File: config.mk
export PLATFORM = sky130hd
export DESIGN_NAME = xlat_ctx_qualifier
export DESIGN_NICKNAME = d
export VERILOG_FILES = /design/src/rtl/xq_pkg.sv /design/src/rtl/xq_quadrant_sel.sv /design/src/rtl/xq_fault_enc.sv /design/src/rtl/xlat_ctx_qualifier.sv
export SDC_FILE = /design/constraint.sdc
export NUM_CORES = 1
export LEC_CHECK = 0
export ABC_AREA = 1
export BUFFER_PORTS_ARGS = -buffer_cell sky130_fd_sc_hd__buf_2
export CAP_MARGIN = 40
export CORE_AREA = 2 2 144 146
export DETAILED_ROUTE_END_ITERATION = 7
export DIE_AREA = 0 0 146 148
export HOLD_SLACK_MARGIN = 0.03
export RECOVER_POWER = 50
export SYNTH_ARGS = -nofsm -noshare
export SYNTH_HDL_FRONTEND = slang
export SYNTH_HIERARCHICAL = 1
export SYNTH_SLANG_ARGS = --single-unit
File: constraint.sdc
create_clock -name clk -period 0.8 [get_ports clk]
set_input_delay 0.04 -clock clk [delete_from_list [all_inputs] [get_ports clk]]
set_output_delay 0.04 -clock clk [all_outputs]
set_load 0.01 [all_outputs]
File: src/rtl/xq_pkg.sv
package xq_pkg;

  typedef enum logic [1:0] {
    ACC_RD    = 2'd0,
    ACC_WR    = 2'd1,
    ACC_FETCH = 2'd2,
    ACC_BAD   = 2'd3
  } acc_e;

  typedef enum logic [2:0] {
    EXC_NONE  = 3'd0,
    EXC_ISEG  = 3'd1,
    EXC_DSEG  = 3'd2,
    EXC_ISTOR = 3'd3,
    EXC_DSTOR = 3'd4
  } exc_e;

  // which of the two ID registers pass through, and whether the quadrant is allowed
  typedef struct packed {
    logic use_lpid;
    logic use_pid;
    logic legal;
  } ctx_sel_t;

  function automatic ctx_sel_t quad_decode(input logic hv, input logic [1:0] quad);
    ctx_sel_t s;
    if (hv) begin
      unique case (quad)
        2'd0:    s = '{use_lpid: 1'b0, use_pid: 1'b1, legal: 1'b1};
        2'd1:    s = '{use_lpid: 1'b1, use_pid: 1'b1, legal: 1'b1};
        2'd2:    s = '{use_lpid: 1'b1, use_pid: 1'b0, legal: 1'b1};
        default: s = '{use_lpid: 1'b0, use_pid: 1'b0, legal: 1'b1};
      endcase
    end else begin
      unique case (quad)
        2'd0:    s = '{use_lpid: 1'b1, use_pid: 1'b1, legal: 1'b1};
        2'd3:    s = '{use_lpid: 1'b1, use_pid: 1'b0, legal: 1'b1};
        default: s = '{use_lpid: 1'b0, use_pid: 1'b0, legal: 1'b0};
      endcase
    end
    return s;
  endfunction

  function automatic logic is_fetch(input logic [1:0] acc);
    return acc == ACC_FETCH;
  endfunction

endpackage

File: src/rtl/xq_quadrant_sel.sv
module xq_quadrant_sel
  import xq_pkg::*;
#(
  parameter int EA_W   = 64,
  parameter int LPID_W = 12,
  parameter int PID_W  = 20
) (
  input  logic [EA_W-1:0]   ea,
  input  logic              hv,
  input  logic [LPID_W-1:0] cur_lpid,
  input  logic [PID_W-1:0]  cur_pid,
  output logic [LPID_W-1:0] sel_lpid,
  output logic [PID_W-1:0]  sel_pid,
  output logic              seg_fault
);
  localparam int QHI = EA_W - 1;
  localparam int QLO = EA_W - 2;

  ctx_sel_t dec;

  always_comb begin
    dec       = quad_decode(hv, ea[QHI:QLO]);
    sel_lpid  = dec.use_lpid ? cur_lpid : '0;
    sel_pid   = dec.use_pid  ? cur_pid  : '0;
    seg_fault = !dec.legal;
  end
endmodule

File: src/rtl/xq_fault_enc.sv
module xq_fault_enc
  import xq_pkg::*;
#(
  parameter int EA_W      = 64,
  parameter int CAUSE_W   = 32,
  parameter int STORE_BIT = 25
) (
  input  logic               seg_evt,
  input  logic [1:0]         seg_acc,
  input  logic [EA_W-1:0]    seg_ea,
  input  logic               stor_evt,
  input  logic [1:0]         stor_acc,
  input  logic [EA_W-1:0]    stor_ea,
  input  logic [CAUSE_W-1:0] stor_cause,
  output logic               evt,
  output exc_e               cls,
  output logic [CAUSE_W-1:0] err,
  output logic [CAUSE_W-1:0] cause,
  output logic               cause_we,
  output logic [EA_W-1:0]    far,
  output logic               far_we
);
  localparam logic [CAUSE_W-1:0] STORE_MASK = CAUSE_W'(1) << STORE_BIT;

  always_comb begin
    evt      = seg_evt || stor_evt;
    cls      = EXC_NONE;
    err      = '0;
    cause    = '0;
    cause_we = 1'b0;
    far      = '0;
    far_we   = 1'b0;
    if (seg_evt) begin
      if (is_fetch(seg_acc)) begin
        cls = EXC_ISEG;
      end else begin
        cls    = EXC_DSEG;
        far    = seg_ea;
        far_we = 1'b1;
      end
    end else if (stor_evt) begin
      if (is_fetch(stor_acc)) begin
        cls = EXC_ISTOR;
        err = stor_cause;
      end else begin
        cls      = EXC_DSTOR;
        cause    = (stor_acc == ACC_WR) ? (stor_cause | STORE_MASK) : stor_cause;
        cause_we = 1'b1;
        far      = stor_ea;
        far_we   = 1'b1;
      end
    end
  end
endmodule

File: src/rtl/xlat_ctx_qualifier.sv
module xlat_ctx_qualifier
  import xq_pkg::*;
#(
  parameter int EA_W      = 64,
  parameter int LPID_W    = 12,
  parameter int PID_W     = 20,
  parameter int CAUSE_W   = 32,
  parameter int STORE_BIT = 25
) (
  input  logic               clk,
  input  logic               rst_n,
  input  logic               req_valid,
  input  logic [EA_W-1:0]    req_ea,
  input  logic [1:0]         req_acc,
  input  logic               req_hv,
  input  logic [LPID_W-1:0]  cur_lpid,
  input  logic [PID_W-1:0]   cur_pid,
  input  logic               sf_valid,
  input  logic [1:0]         sf_acc,
  input  logic [EA_W-1:0]    sf_ea,
  input  logic [CAUSE_W-1:0] sf_cause,
  output logic               ctx_valid,
  output logic [LPID_W-1:0]  ctx_lpid,
  output logic [PID_W-1:0]   ctx_pid,
  output logic               exc_valid,
  output logic [2:0]         exc_class,
  output logic [CAUSE_W-1:0] exc_err_code,
  output logic [CAUSE_W-1:0] exc_cause,
  output logic               exc_cause_we,
  output logic [EA_W-1:0]    exc_far,
  output logic               exc_far_we,
  output logic               bad_req
);
  // named internal events
  logic              req_acc_ok_w, sf_acc_ok_w;
  logic              seg_fault_w, seg_take_w, ctx_take_w, stor_take_w, bad_take_w;
  logic [LPID_W-1:0] sel_lpid_w;
  logic [PID_W-1:0]  sel_pid_w;
  logic              enc_evt_w, enc_cause_we_w, enc_far_we_w;
  exc_e              enc_cls_w;
  logic [CAUSE_W-1:0] enc_err_w, enc_cause_w;
  logic [EA_W-1:0]   enc_far_w;

  assign req_acc_ok_w = req_acc != ACC_BAD;
  assign sf_acc_ok_w  = sf_acc  != ACC_BAD;
  assign seg_take_w   = req_valid && req_acc_ok_w && seg_fault_w;
  assign ctx_take_w   = req_valid && req_acc_ok_w && !seg_fault_w;
  assign stor_take_w  = sf_valid && sf_acc_ok_w;
  assign bad_take_w   = (req_valid && !req_acc_ok_w) || (sf_valid && !sf_acc_ok_w);

  xq_quadrant_sel #(.EA_W(EA_W), .LPID_W(LPID_W), .PID_W(PID_W)) u_qsel (
    .ea       (req_ea),
    .hv       (req_hv),
    .cur_lpid (cur_lpid),
    .cur_pid  (cur_pid),
    .sel_lpid (sel_lpid_w),
    .sel_pid  (sel_pid_w),
    .seg_fault(seg_fault_w)
  );

  xq_fault_enc #(.EA_W(EA_W), .CAUSE_W(CAUSE_W), .STORE_BIT(STORE_BIT)) u_fenc (
    .seg_evt   (seg_take_w),
    .seg_acc   (req_acc),
    .seg_ea    (req_ea),
    .stor_evt  (stor_take_w),
    .stor_acc  (sf_acc),
    .stor_ea   (sf_ea),
    .stor_cause(sf_cause),
    .evt       (enc_evt_w),
    .cls       (enc_cls_w),
    .err       (enc_err_w),
    .cause     (enc_cause_w),
    .cause_we  (enc_cause_we_w),
    .far       (enc_far_w),
    .far_we    (enc_far_we_w)
  );

  always_ff @(posedge clk or negedge rst_n) begin
    if (!rst_n) begin
      ctx_valid    <= 1'b0;
      ctx_lpid     <= '0;
      ctx_pid      <= '0;
      exc_valid    <= 1'b0;
      exc_class    <= EXC_NONE;
      exc_err_code <= '0;
      exc_cause    <= '0;
      exc_cause_we <= 1'b0;
      exc_far      <= '0;
      exc_far_we   <= 1'b0;
      bad_req      <= 1'b0;
    end else begin
      ctx_valid    <= ctx_take_w;
      if (ctx_take_w) begin
        ctx_lpid <= sel_lpid_w;
        ctx_pid  <= sel_pid_w;
      end
      exc_valid    <= enc_evt_w;
      exc_class    <= enc_cls_w;
      exc_err_code <= enc_err_w;
      exc_cause    <= enc_cause_w;
      exc_cause_we <= enc_cause_we_w;
      exc_far      <= enc_far_w;
      exc_far_we   <= enc_far_we_w;
      bad_req      <= bad_take_w;
    end
  end

  // guest quadrants 1 and 2 fault instead of producing a context
  p_guest_illegal_r4: assert property (@(posedge clk) disable iff (!rst_n)
    (req_valid && !req_hv && req_acc_ok_w && (req_ea[EA_W-1] ^ req_ea[EA_W-2]))
      |=> (exc_valid && !ctx_valid));

  p_hv_always_ctx_r1: assert property (@(posedge clk) disable iff (!rst_n)
    (req_valid && req_hv && req_acc_ok_w) |=> ctx_valid);

  p_iseg_no_far_r5: assert property (@(posedge clk) disable iff (!rst_n)
    (seg_take_w && req_acc == ACC_FETCH) |=> (exc_class == EXC_ISEG && !exc_far_we && exc_err_code == '0));

  p_dseg_far_r6: assert property (@(posedge clk) disable iff (!rst_n)
    (seg_take_w && req_acc != ACC_FETCH) |=> (exc_far_we && exc_far == $past(req_ea)));

  p_store_flag_r8: assert property (@(posedge clk) disable iff (!rst_n)
    (stor_take_w && !seg_take_w && sf_acc == ACC_WR) |=> (exc_cause_we && exc_cause[STORE_BIT]));

  p_bad_req_r9: assert property (@(posedge clk) disable iff (!rst_n)
    (req_valid && req_acc == ACC_BAD && !sf_valid) |=> (bad_req && !ctx_valid && !exc_valid));

  p_idle_quiet_r10: assert property (@(posedge clk) disable iff (!rst_n)
    (!req_valid && !sf_valid) |=> (!ctx_valid && !exc_valid && !bad_req));

  p_seg_wins_r11: assert property (@(posedge clk) disable iff (!rst_n)
    (seg_take_w && stor_take_w) |=> (exc_class == EXC_ISEG || exc_class == EXC_DSEG));

endmodule

### Word-level counts from Yosys, hierarchy flattened

Cells that the tools add are included.

| cells by class | value |
|---|---|
| add/sub/neg operators | 0 |
| $mul | 0 |
| div/mod/pow operators | 0 |
| magnitude comparators | 0 |
| equal/unequal tests | 8 |
| shift operators | 0 |
| mux-type cells | 25 |
| bitwise operators | 0 |
| reduce and logical (&&, ||, !) cells | 12 |

Operator list:

| cell | number |
|---|---|
| $mux 64 | 4 |
| $mux 32 | 6 |
| $mux 26 | 1 |
| $mux 20 | 1 |
| $mux 12 | 1 |
| $mux 3 | 4 |
| $pmux 3 s3 | 1 |
| $eq 2x2->1 const B | 4 |
| $logic_and 1x1->1 | 6 |
| $pmux 3 s2 | 1 |
| $mux 1 | 5 |
| $eq 2x1->1 const B | 2 |
| $ne 2x2->1 const B | 2 |
| $logic_not 1->1 | 3 |
| $logic_not 2->1 | 1 |
| $logic_or 1x1->1 | 2 |
| $mux 2 | 1 |

| word-level totals | value |
|---|---|
| register bits | 168 |
| bits in latches | 0 |
| bits in writable memories | 0 |
| memory bits (read-only) | 0 |
| input port bits | 201 |
| output and inout port bits | 168 |
| word-level logic and storage cells | 56 |
| memories kept | 0 |

### Logic depth before layout (Yosys ltp)

Gate-level depths: netlist (run 1).

| depth | value |
|---|---|
| depth after elaboration | 6 |
| depth in mapped cells | 13 |
| mapped depth without buffers | 9 |

### Hierarchy

Netlist (run 1), hierarchy kept.

Modules (own cells, without submodules):

| module | times used | cells an instance | area an instance (µm²) | sequential area each (µm²) |
|---|---|---|---|---|
| xlat_ctx_qualifier | 1 | 287 | 4792.1 | 4204.0 |
| xq_fault_enc | 1 | 342 | 1819.2 | 0.0 |
| xq_quadrant_sel | 1 | 61 | 381.6 | 0.0 |

### Worst setup path after synthesis (run 1)

No wires, ideal clock.

| path | value |
|---|---|
| kind | input -> register |
| start point | input req_ea[63] |
| end point | register exc_class[2] |
| library setup time | 0.115 ns |
| arrival time | 1.554 ns |
| required time | 0.685 ns |
| path slack | -0.869 ns |
| stages on the path | 13 |
| buffers on the path | 4 |
| cell sequence | inv_1 ha_1 nand2_2 inv_1 inv_2 buf_2 nor3_1 buf_6 nor2_8 nand2_2 buf_6 inv_1 buf_4 |

| on the way | value |
|---|---|
| cells in the longest elaborated chain, start to end | 6 |
| elaborated cells on any way between the ends | 7 |
| those cells by class | eq/ne (1); mux (3); reduce/logical (3) |

RTL lines:

| item | line | RTL |
|---|---|---|
| start, declared | xlat_ctx_qualifier.sv:13 | `input logic [EA_W-1:0] req_ea,` |
| $eq 2x2->1 or $logic_not 2->1 (tied branches) | xq_pkg.sv:35 | `unique case (quad)` |
| $pmux 3 s2 (*) | xq_pkg.sv:35 |  |
| $mux 3 (*) | xq_pkg.sv:27 | `if (hv) begin` |
| $logic_not 1->1 (*) | xq_quadrant_sel.sv:25 | `seg_fault = !dec.legal;` |
| named net seg_fault_w | xlat_ctx_qualifier.sv:36 | `logic seg_fault_w, seg_take_w, ctx_take_w, stor_take_w, bad_take_w;` |
| $logic_and 1x1->1 (*) | xlat_ctx_qualifier.sv:46 | `assign seg_take_w = req_valid && req_acc_ok_w && seg_fault_w;` |
| named net seg_take_w | xlat_ctx_qualifier.sv:36 |  |
| $mux 3 (*) | xq_fault_enc.sv:33 | `if (seg_evt) begin` |
| named net enc_cls_w[2] | xlat_ctx_qualifier.sv:40 | `exc_e enc_cls_w;` |
| end signal, assigned | xlat_ctx_qualifier.sv:98 | `exc_class <= enc_cls_w;` |
| end, declared | xlat_ctx_qualifier.sv:26 | `output logic [2:0] exc_class,` |

The timed path passes the listed nets; every way through them passes the cells marked *.
A chain may end at the register's enable or synchronous reset.

### Worst setup path after layout (run 1)

| path | value |
|---|---|
| start point | input req_ea[63] |
| end point | register exc_cause[7] |

| on the way | value |
|---|---|
| cells in the longest elaborated chain, start to end | 6 |
| elaborated cells on any way between the ends | 7 |
| those cells by class | eq/ne (1); mux (3); reduce/logical (3) |

RTL lines:

| item | line | RTL |
|---|---|---|
| $eq 2x2->1 or $logic_not 2->1 (tied branches) | xq_pkg.sv:35 |  |
| $pmux 3 s2 (*) | xq_pkg.sv:35 |  |
| $mux 3 (*) | xq_pkg.sv:27 |  |
| $logic_not 1->1 (*) | xq_quadrant_sel.sv:25 |  |
| named net seg_fault_w | xlat_ctx_qualifier.sv:36 |  |
| $logic_and 1x1->1 (*) | xlat_ctx_qualifier.sv:46 |  |
| named net seg_take_w | xlat_ctx_qualifier.sv:36 |  |
| $mux 32 (*) | xq_fault_enc.sv:33 |  |
| named net enc_cause_w[7] | xlat_ctx_qualifier.sv:41 | `logic [CAUSE_W-1:0] enc_err_w, enc_cause_w;` |
| end signal, assigned | xlat_ctx_qualifier.sv:100 | `exc_cause <= enc_cause_w;` |
| end, declared | xlat_ctx_qualifier.sv:28 | `output logic [CAUSE_W-1:0] exc_cause,` |

Marks and branches as above.

==> results of run 1 <==
## final cells by class
type                       count  area [sq um]  share of cell area, %
tap                          270           338                   2.55
clock buffer                  18           439                   3.31
antenna                        3          7.51                 0.0566
multi-input combinational    409          2480                   18.7
inverter                      59           246                   1.86
timing repair buffer         644          5390                   40.7
clock inverter                14           151                   1.14
sequential                   168          4200                   31.7
## Yosys cell counts
cell type and n:
a21boi_0 1, a21boi_1 20, a21oi_1 1, buf_12 4, buf_2 19, buf_4 8
buf_6 19, clkbuf_1 4, dfrtp_1 168, ha_1 2, inv_1 58, inv_2 1
nand2_1 136, nand2_2 5, nand3_1 100, nand3_2 30, nand3_4 1, nand4_1 32
nor2_1 67, nor2_2 9, nor2_4 1, nor2_8 1, nor3_1 1, o21ai_0 1
or2_2 1
## power groups by stage
stage	Combinational, mW	Clock (mW)	Sequential, mW
global route	5.59	8.76	9.40
CTS	4.59	8.32	9.30
global placement	3.34	0	9.42
floorplan	1.33	0	9.73
finish	5.22	8.17	9.36
detailed placement	3.37	0	9.42
## kinds of logic after synthesis
kind of cell / Yosys count / share of synthesized area [%]
AND/OR/NAND/NOR: 384 / 27.3
flip-flops: 168 / 60.1
buffers and inverters: 113 / 9.81
AO/OA/AOI/OAI: 23 / 2.40
adder cells (fa/ha/maj): 2 / 0.358
## final timing paths
check / to / from / slack, ns / depth (start not counted)
max in group asynchronous: ctx_lpid[5]$_DFFE_PN0P_ / rst_n / -0.09 / 3
setup / recovery: exc_cause[7]$_DFF_PN0_ / req_ea[63] / -0.34 / 13
setup reg to reg: ctx_lpid[5]$_DFFE_PN0P_ / ctx_lpid[5]$_DFFE_PN0P_ / -0.05 / 4
hold / removal: bad_req$_DFF_PN0_ / sf_acc[0] / 0.06 / 4
min in group asynchronous: exc_cause_we$_DFF_PN0_ / rst_n / 0.19 / 2
hold reg to reg: ctx_pid[7]$_DFFE_PN0P_ / ctx_pid[7]$_DFFE_PN0P_ / 0.49 / 2
## timing repair
item / CTS / global route
hold buffers: 198 / 0
gates resized for setup: 82 / 103
cloned: 5 / 12
setup endpoints to repair: 335 / 335
hold endpoints to repair: 330 / 0
buffers inserted: 10 / 11
pin swaps: 4 / 20
## stage by stage
stage / worst slack [ns] / TNS (ns) / cells / total power, mW / util, %
detailed placement: -0.779 / -116.59 / 1317 / 12.8 / 46.8
global route: -0.393 / -112.71 / 1585 / 23.7 / 66.1
global placement: -0.747 / -111.55 / 1317 / 12.8 / 46.8
CTS: -0.281 / -64.34 / 1561 / 22.2 / 62.5
finish: -0.340 / -79.10 / 1585 / 22.8 / 66.1
floorplan: -0.580 / -71.80 / 690 / 11.1 / -
## state kept, by name, indices dropped and copies added, names as in the netlist
register / flops
bad_req: 1
ctx_lpid: 12
ctx_pid: 20
ctx_valid: 1
exc_cause: 32
exc_cause_we: 1
exc_class: 3
exc_err_code: 32
exc_far: 64
exc_far_we: 1
exc_valid: 1
## worst min-delay path: stages
cell     delay (ns)
buf_2          0.09
buf_4          0.11
nand3_1        0.11
o21ai_0        0.09
## layer usage
metal	up-vias	wire length, um
met5	-	13
met4	2	1100
met3	80	2060
met2	397	14800
met1	3590	10300
li1	3434	-
==> flow_summary.json, run 1 <==
{
  "path_clk_slew_ns": 0.07,
  "pwr_density_cell_nw_per_um2": 1720,
  "clk_path_buf_depth": 2,
  "crit_path_max_incr_delay_ns": 0.27,
  "placed_area_sq_um": 9370,
  "cpLargestDelayFamily": "buffers and inverters",
  "htreeDepth": 4,
  "p_seq_share_pct": 41.2,
  "pwr-share-clk_pct": 35.9,
  "ys_ff_latch": 168,
  "setup_slack_ns": -0.340,
  "p_leak_nw": 7.18,
  "final_hold_viol_count": 0,
  "use_met2_pct": 42.4,
  "crit_top_cell": "buf_12",
  "clock-skew-final_ns": 0,
  "wl_per_cell_um": 17.8,
  "met3_usage_pct": 6.67,
  "cp.required_ns": 1.12,
  "sw_frac_of_total_pct": 29.2,
  "vias": 7503,
  "max-vdd-ir-drop_mv": 1.46,
  "areaGrowthSynthToFinish_pct": 89.5,
  "rsz0062_at_grt": "true",
  "synthDistinctLibCells": 25,
  "grt_first_pass_wirelength_um": 41000,
  "final_area_sq_um": 13300,
  "crit_slowest_cell": "ha_4",
  "timing.slew.headroom_pct": 55.5,
  "grt_max_degree": 50,
  "die_w_um": 146,
  "met1_usage_pct": 28.3,
  "tightest_slew_ns": 0.668,
  "yosys_warnings": 6,
  "period_minus_slack_ns": 1.14,
  "top_usage_layer": "met2",
  "port_buffers": 368,
  "power_switching_mw": 6.64,
  "fin_crit_sh_pct": 142,
  "most-common-layout-cells": "300 x buf_2, 198 x dlygate4sd3_1, 168 x dfrtp_1, 107 x nand2_1, 70 x buf_6",
  "cell_internal_pwr_mw": 16.1,
  "gr-total-overflow": 0,
  "min_path_type": "in -> reg",
  "clock_latency_ns": 0.43,
  "dieArea_sq_um": 21600,
  "cp_num_buf_inv": 7,
  "viasPerCell": 4.73,
  "io_pins": 369,
  "synth-seq-area-share_pct": 60.1,
  "ant_nets": 0,
  "start_kind": "primary input",
  "drv_cap": 0,
  "power_frac_comb_pct": 22.9,
  "finalMaxSlewViolations": 0,
  "violations": "negative setup slack",
  "dp_hpwl_um": 16600,
  "crit_chain": "buf_12 > inv_12 > ha_4 > nand2_4 > inv_4 > inv_4 > nor3_4 > buf_12 > nor2_8 > buf_12 > nand2_8 > clkbuf_16 > nor2_2",
  "gp_congestion": 0.838,
  "fillCellCount": 1523,
  "drive_gt1_share_pct": 47.0,
  "synth_cells": 690,
  "cp.arrival_ns": 1.46,
  "synth_top_area_share_pct": 60.1,
  "dr.pass1.iters": 5,
  "fin_nets": 1502,
  "synth_fp_nets": 893,
  "cp-end-kind": "flop",
  "setup_viol": 487,
  "dieHeight_um": 148,
  "drt_iter0_drc": 388,
  "fmax_mhz": 877,
  "post_synth_instance_area_sq_um": 6990,
  "start_util_pct": 34.9,
  "cts_tree": "yes",
  "fin_hold_ws_ns": 0.0573,
  "syn_avg_cell_area_sq_um": 10.1,
  "grt_pass1_vias": 7741,
  "fp.coreArea_sq_um": 20000,
  "wl_um": 28200,
  "crit_type": "in -> reg",
  "cts_sinks": 168,
  "antenna_found_initial": 4,
  "synth.area.top_cells": "dfrtp_1 60%, nand2_1 7.3%, nand3_1 7.2%, nand3_2 4.3%, nor2_1 3.6%",
  "status": "finished with violations",
  "placementRows": 52,
  "drc": 0,
  "numCtsBuffers": 17,
  "gr-usage-all-layers_pct": 24.4,
  "clockRootBuffer": "clkbuf_16",
  "cp_max_fo": 6,
  "yosys.area.top_type": "dfrtp_1",
  "layout_commonest_cell": "buf_2"
}
(Power assumes the default switching activity.)
==> inputs of run 2 (changes only) <==
--- a/config.mk
+++ b/config.mk
@@ -6,6 +6,7 @@
 export NUM_CORES = 1
 export LEC_CHECK = 0
 export ABC_AREA = 1
+export ABC_CLOCK_PERIOD_IN_PS = 800
 export BUFFER_PORTS_ARGS = -buffer_cell sky130_fd_sc_hd__buf_2
 export CAP_MARGIN = 40
 export CORE_AREA = 2 2 144 146
==> constraint.sdc (replaced) <==
create_clock -name clk -period 0.8 [get_ports clk]
set_input_delay 0.08 -clock clk [delete_from_list [all_inputs] [get_ports clk]]
set_output_delay 0.08 -clock clk [all_outputs]
set_load 0.01 [all_outputs]
==> flow_summary.json, run 2 (synthesized netlist as in run 1, its figures left out) <==
{
  "largest_reg_flops": 64,
  "io_pins": 369,
  "dr.pass1.iters": 4,
  "clock_latency_ns": 0.43,
  "cts_sinks": 168,
  "rrSetupSlack_ns": -0.03,
  "cp-end-kind": "flop",
  "startpoint": "req_ea[63]",
  "layoutNonFillerInstCount": 1596,
  "cp.required_ns": 1.12,
  "final_hold_viol_count": 0,
  "max-vdd-ir-drop_mv": 1.35,
  "violations": "negative setup slack",
  "setup_slack_ns": -0.302,
  "status": "finished with violations",
  "regMostFlops": "exc_far",
  "drc": 0,
  "clk_path_buf_depth": 2,
  "reg_top3": "exc_far x64, exc_cause x32, exc_err_code x32",
  "htreeDepth": 4,
  "fin_crit_sh_pct": 138,
  "cp_max_fo": 6,
  "finalMaxSlewViolations": 0,
  "vias": 7503,
  "tightest_slew_ns": 0.610,
  "grt_max_degree": 43,
  "fin_nets": 1514,
  "grt_pass1_vias": 7533,
  "start_util_pct": 34.9,
  "cp.arrival_ns": 1.42,
  "clockRootBuffer": "clkbuf_16",
  "dp_hpwl_um": 16600,
  "crit_type": "in -> reg",
  "antenna_found_initial": 3,
  "viasPerCell": 4.70,
  "place_inst": 1321,
  "cts_tree": "yes",
  "period_minus_slack_ns": 1.10,
  "finalPower_mw": 23.1,
  "setup_viol": 481,
  "path_clk_slew_ns": 0.07,
  "numCtsBuffers": 17,
  "most-common-layout-cells": "307 x buf_2, 189 x dlygate4sd3_1, 168 x dfrtp_1, 84 x nand2_1, 83 x nand3_2",
  "r2r_cells": 4,
  "gr-usage-all-layers_pct": 24.6,
  "start_kind": "primary input",
  "wl_um": 29200,
  "gp_congestion": 0.842,
  "fmax_mhz": 907,
  "dieArea_sq_um": 21600,
  "p_leak_nw": 7.35,
  "ant_nets": 0,
  "areaGrowthSynthToFinish_pct": 96.6,
  "postLayoutCoreUtil_pct": 68.6,
  "worst_r2r_startpoint": "ctx_lpid[9]$_DFFE_PN0P_",
  "gr-total-overflow": 0,
  "wl_per_cell_um": 18.3,
  "die_w_um": 146,
  "crit_path_end": "exc_far[41]$_DFF_PN0_",
  "pwr_density_cell_nw_per_um2": 1680,
  "timing.slew.headroom_pct": 59.4,
  "r2r_end": "ctx_lpid[9]$_DFFE_PN0P_",
  "fin_tns_setup_ns": -79.04,
  "placementRows": 52,
  "port_buffers": 368,
  "layout_commonest_cell": "buf_2",
  "clock-skew-final_ns": 0,
  "grt_first_pass_wirelength_um": 41300,
  "fin_hold_ws_ns": 0.0511,
  "drive_gt1_share_pct": 52.9,
  "min_path_type": "in -> reg",
  "rsz0062_at_grt": "true",
  "dieHeight_um": 148,
  "drv_cap": 0,
  "fp.coreArea_sq_um": 20000,
  "drt_iter0_drc": 352
}
run 2: changes by cell type in the layout (fill, tap and decap cells not counted), sizes merged:
cell | before | now
diode | 3 | 2
clkbuf | 28 | 24
clkinv | 7 | 6
nor2 | 78 | 79
buf | 436 | 458
dlygate4sd3 | 198 | 189
bufbuf | 0 | 2
clkinvlp | 1 | 2
run 2: report_power, final:
group / internal [mW] / total, mW / switching, mW / leakage [nW]
Combinational: 2.96 / 5.62 / 2.66 / 4.82
Clock: 4.26 / 8.16 / 3.91 / 0.284
Sequential: 9.06 / 9.37 / 0.309 / 2.25
Total: 16.3 / 23.1 / 6.87 / 7.35
run 2: worst min-delay path by stage:
stage	slack [ns]	endpoint	startpoint	cells past startpoint
CTS	0.03	ctx_pid[6]$_DFFE_PN0P_	cur_pid[6]	4
global route	0.05	ctx_pid[7]$_DFFE_PN0P_	cur_pid[7]	4
finish	0.05	exc_cause[25]$_DFF_PN0_	sf_acc[0]	4
detailed placement	-0.05	exc_cause[26]$_DFF_PN0_	rst_n	1
floorplan	-0.22	bad_req$_DFF_PN0_	rst_n	0
global placement	-0.05	exc_cause[17]$_DFF_PN0_	rst_n	1
run 2: layer usage:
metal	wire length, um	GRT usage [%]	vias to the layer above
met2	15700	43.7	342
met3	1810	5.56	61
met4	867	9.27	2
li1	-	-	3472
met1	10800	29.2	3626
met5	13	0	-
run 2: worst max-delay path, cell delays in order:
cell and delay (ns):
buf_12 0.09, inv_12 0.03, ha_4 0.27, nand2_4 0.05, inv_2 0.06, inv_4 0.04, nor3_4 0.16, buf_12 0.16
nor2_8 0.07, bufbuf_16 0.28, nand3_1 0.07, nand2_1 0.06
run 2: what timing repair did:
item	4_1_cts	5_1_grt
setup endpoints to repair	335	335
endpoints found under the hold margin	324	0
gates cloned	13	7
pin swaps	16	27
setup buffers	15	21
gates resized for setup	73	221
hold buffers	189	0
run 2: stage by stage:
stage	setup slack [ns]	cell area, sq um
after CTS	-0.273	12600
after detailed placement	-0.759	9390
after floorplan	-0.620	7170
final	-0.302	13700
after global routing	-0.353	13700
after global placement	-0.736	9390
run 2: layout make-up:
cell class	count	area (sq um)
Timing Repair Buffer	655	5480
Fill cell	1482	6290
Multi-Input combinational cell	410	2890
Antenna cell	2	5.00
Tap cell	270	338
Inverter	59	244
Clock inverter	14	150
Clock buffer	18	439
Sequential cell	168	4200
==> inputs of run 3 (changes only) <==
--- a/config.mk
+++ b/config.mk
@@ -8,13 +8,14 @@
 export ABC_AREA = 1
 export ABC_CLOCK_PERIOD_IN_PS = 800
 export BUFFER_PORTS_ARGS = -buffer_cell sky130_fd_sc_hd__buf_2
-export CAP_MARGIN = 40
-export CORE_AREA = 2 2 144 146
+export CAP_MARGIN = 20
+export CORE_AREA = 2 2 142 144
+export CTS_BUF_LIST = sky130_fd_sc_hd__clkbuf_8 sky130_fd_sc_hd__clkbuf_16
 export DETAILED_ROUTE_END_ITERATION = 7
-export DIE_AREA = 0 0 146 148
+export DIE_AREA = 0 0 144 146
 export HOLD_SLACK_MARGIN = 0.03
+export PLACE_DENSITY = 0.65
 export RECOVER_POWER = 50
 export SYNTH_ARGS = -nofsm -noshare
 export SYNTH_HDL_FRONTEND = slang
-export SYNTH_HIERARCHICAL = 1
 export SYNTH_SLANG_ARGS = --single-unit
==> flow_summary.json, run 3 <==
{
  "grt_pass1_vias": 8294,
  "fillCellCount": 1085,
  "clockRootBuffer": "clkbuf_16",
  "cp_max_fo": 1,
  "ant_nets": 0,
  "synth_edf_count": 0,
  "grt_max_degree": 47,
  "r2r_end": "ctx_lpid[2]$_DFFE_PN0P_",
  "rsz0062_at_grt": "true",
  "status": "finished with violations",
  "start_kind": "flop",
  "drive_gt1_share_pct": 55.1,
  "hp-start": "req_valid",
  "synthMuxAreaShare_pct": 0,
  "yosys.area.top_type": "dfrtp_1",
  "worst_r2r_startpoint": "ctx_lpid[2]$_DFFE_PN0P_",
  "cp-end-kind": "output port",
  "cp.required_ns": 0.72,
  "yosysMostFrequentCell": "nand2_1",
  "drc": 0,
  "setup_slack_ns": -0.324,
  "port_buffers": 368,
  "clk_path_buf_depth": 2,
  "r2r_cells": 4,
  "placementRows": 51,
  "yosys.area_share.simple_pct": 26.4,
  "place_inst": 1402,
  "dp_hpwl_um": 16200,
  "layout_commonest_cell": "buf_2",
  "synth_compound_area_share_pct": 1.77,
  "layoutNonFillerInstCount": 1707,
  "syn_avg_cell_area_sq_um": 8.79,
  "dr.pass1.iters": 6,
  "rrSetupSlack_ns": -0.11,
  "ys_ff_latch": 167,
  "numCtsBuffers": 17,
  "ys.flop_type": "dfrtp_1",
  "die_w_um": 144,
  "synth_cells": 771,
  "fmax_mhz": 890,
  "crit_chain": "buf_2",
  "path_clk_slew_ns": 0.08,
  "gr-usage-all-layers_pct": 27.6,
  "regMostFlops": "exc_far",
  "synth-seq-area-share_pct": 61.6,
  "synth.area.top_cells": "dfrtp_1 62%, nand3_1 11%, nand2_1 11%, inv_1 5.8%, nor2_1 3.8%",
  "cp.arrival_ns": 1.04,
  "fp.coreArea_sq_um": 19300,
  "drv_cap": 0,
  "reg_top3": "exc_far x64, exc_cause x32, exc_err_code x32",
  "synth_fa_ha_area_share_pct": 0.554,
  "io_pins": 369,
  "cp_num_buf_inv": 1,
  "pwr_density_cell_nw_per_um2": 1600,
  "vias": 8555,
  "gp_congestion": 0.835,
  "synth_top_area_share_pct": 61.6,
  "yosys_warnings": 0,
  "p_leak_nw": 8.16,
  "synthDistinctLibCells": 18,
  "final_hold_viol_count": 0,
  "violations": "negative setup slack",
  "cts_sinks": 167,
  "postLayoutCoreUtil_pct": 77.4,
  "fin_crit_sh_pct": 140,
  "areaGrowthSynthToFinish_pct": 121,
  "cpLargestDelayFamily": "flip-flops",
  "crit_path_max_incr_delay_ns": 0.44,
  "finalMaxSlewViolations": 0,
  "post_synth_instance_area_sq_um": 6780,
  "grt_first_pass_wirelength_um": 44000,
  "min_path_type": "in -> reg",
  "clock-skew-final_ns": 0,
  "synth-async-reset-ratio_pct": 100,
  "dieHeight_um": 146,
  "dieArea_sq_um": 21000,
  "cts_tree": "yes",
  "crit_slowest_cell": "dfrtp_1",
  "drt_iter0_drc": 563,
  "fin_nets": 1631,
  "max-vdd-ir-drop_mv": 1.37,
  "most-common-layout-cells": "294 x buf_2, 196 x dlygate4sd3_1, 167 x dfrtp_1, 110 x nand3_1, 100 x inv_1",
  "wl_per_cell_um": 20.9,
  "largest_reg_flops": 64,
  "synth_fp_nets": 975,
  "period_minus_slack_ns": 1.12,
  "tightest_slew_ns": 0.727,
  "wl_um": 35700,
  "start_util_pct": 35.1,
  "min_path_cells": 4,
  "timing.slew.headroom_pct": 51.5,
  "hold_end": "bad_req$_DFF_PN0_",
  "crit_type": "reg -> out",
  "setup_viol": 489,
  "antenna_found_initial": 2,
  "clock_latency_ns": 0.42,
  "synth.top_cells.by_count": "198 x nand2_1, 167 x dfrtp_1, 150 x nand3_1",
  "synth_xor_area_share_pct": 0,
  "viasPerCell": 5.01,
  "htreeDepth": 4,
  "synth_top_family_by_area": "simple AND/OR/NAND/NOR gates",
  "gr-total-overflow": 0
}
-- run 3: cell types whose count changed in the layout (fill, tap and decap cells not counted), sizes merged, moves of 20 or more --
cell / previous run / this run
nand4: 32 / 1
nand3: 131 / 151
a21boi: 21 / 0
o21ai: 1 / 24
inv: 65 / 114
nand2: 141 / 199
-- run 3: routing by layer --
metal / vias to the layer above / wire [um] / track usage (%)
met4: 0 / 1970 / 12.8
met5: - / 0 / 0
li1: 3704 / - / -
met3: 147 / 2870 / 6.61
met1: 4175 / 12400 / 30.3
met2: 529 / 18500 / 49.6
-- run 3: worst max-delay path by stage --
stage | endpoint | cells after the start | startpoint | slack (ns)
finish | exc_err_code[26] | 1 | exc_err_code[26]$_DFF_PN0_ | -0.32
global placement | exc_err_code[22]$_DFF_PN0_ | 8 | req_ea[63] | -0.51
global route | exc_err_code[26] | 1 | exc_err_code[26]$_DFF_PN0_ | -0.34
floorplan | exc_far[24]$_DFF_PN0_ | 7 | req_ea[62] | -0.21
detailed placement | exc_err_code[19]$_DFF_PN0_ | 8 | req_ea[62] | -0.54
CTS | exc_class[0] | 1 | exc_class[0]$_DFF_PN0_ | -0.31
-- run 3: worst register-to-register path: cells and delay by family (launching register included) --
family / cells / cell delay (ns)
buffers and inverters: 2 / 0.27
DFF: 1 / 0.42
and+or+nand+nor: 2 / 0.12
-- run 3: kinds of logic after synthesis --
kind of cell | Yosys count
fa+ha+maj | 3
flops | 167
buf+inv | 156
simple gates | 421
compound gates | 24
-- run 3: final cells by class --
| cell class | count | area [sq um] | area share (%) |
|---|---|---|---|
| clock inverter | 15 | 189 | 1.26 |
| inverter | 106 | 413 | 2.76 |
| sequential | 167 | 4180 | 27.9 |
| clock buffer | 17 | 425 | 2.84 |
| tap | 265 | 332 | 2.22 |
| antenna | 2 | 5.00 | 0.0335 |
| timing repair buffer | 686 | 6190 | 41.4 |
| multi-input combinational | 449 | 3230 | 21.6 |
-- run 3: repair_timing --
item	in CTS	in global routing
buffers inserted	25	22
hold endpoints to repair	328	0
gates resized for setup	141	362
hold buffers	197	0
setup endpoints to repair	267	334
pin swaps	38	74
gates cloned	19	15
-- run 3: power breakdown --
part           internal (mW)  total, mW  switching [mW]
clock                   4.29       8.47            4.18
sequential              8.96       9.32           0.359
combinational           3.22       6.13            2.91
-- run 3: through the flow --
step	hold WS, ns	setup TNS (ns)	area [sq um]	setup slack [ns]	power, mW
5_1_grt	0.116	-92.40	15000	-0.344	24.8
6_report	0.115	-73.05	15000	-0.324	23.9
2_1_floorplan	-0.216	-26.99	6980	-0.207	10.6
4_1_cts	0.0593	-48.90	13300	-0.305	22.4
3_5_place_dp	-0.0306	-76.52	9450	-0.539	12.4
3_3_place_gp	-0.0269	-72.88	9450	-0.510	12.4
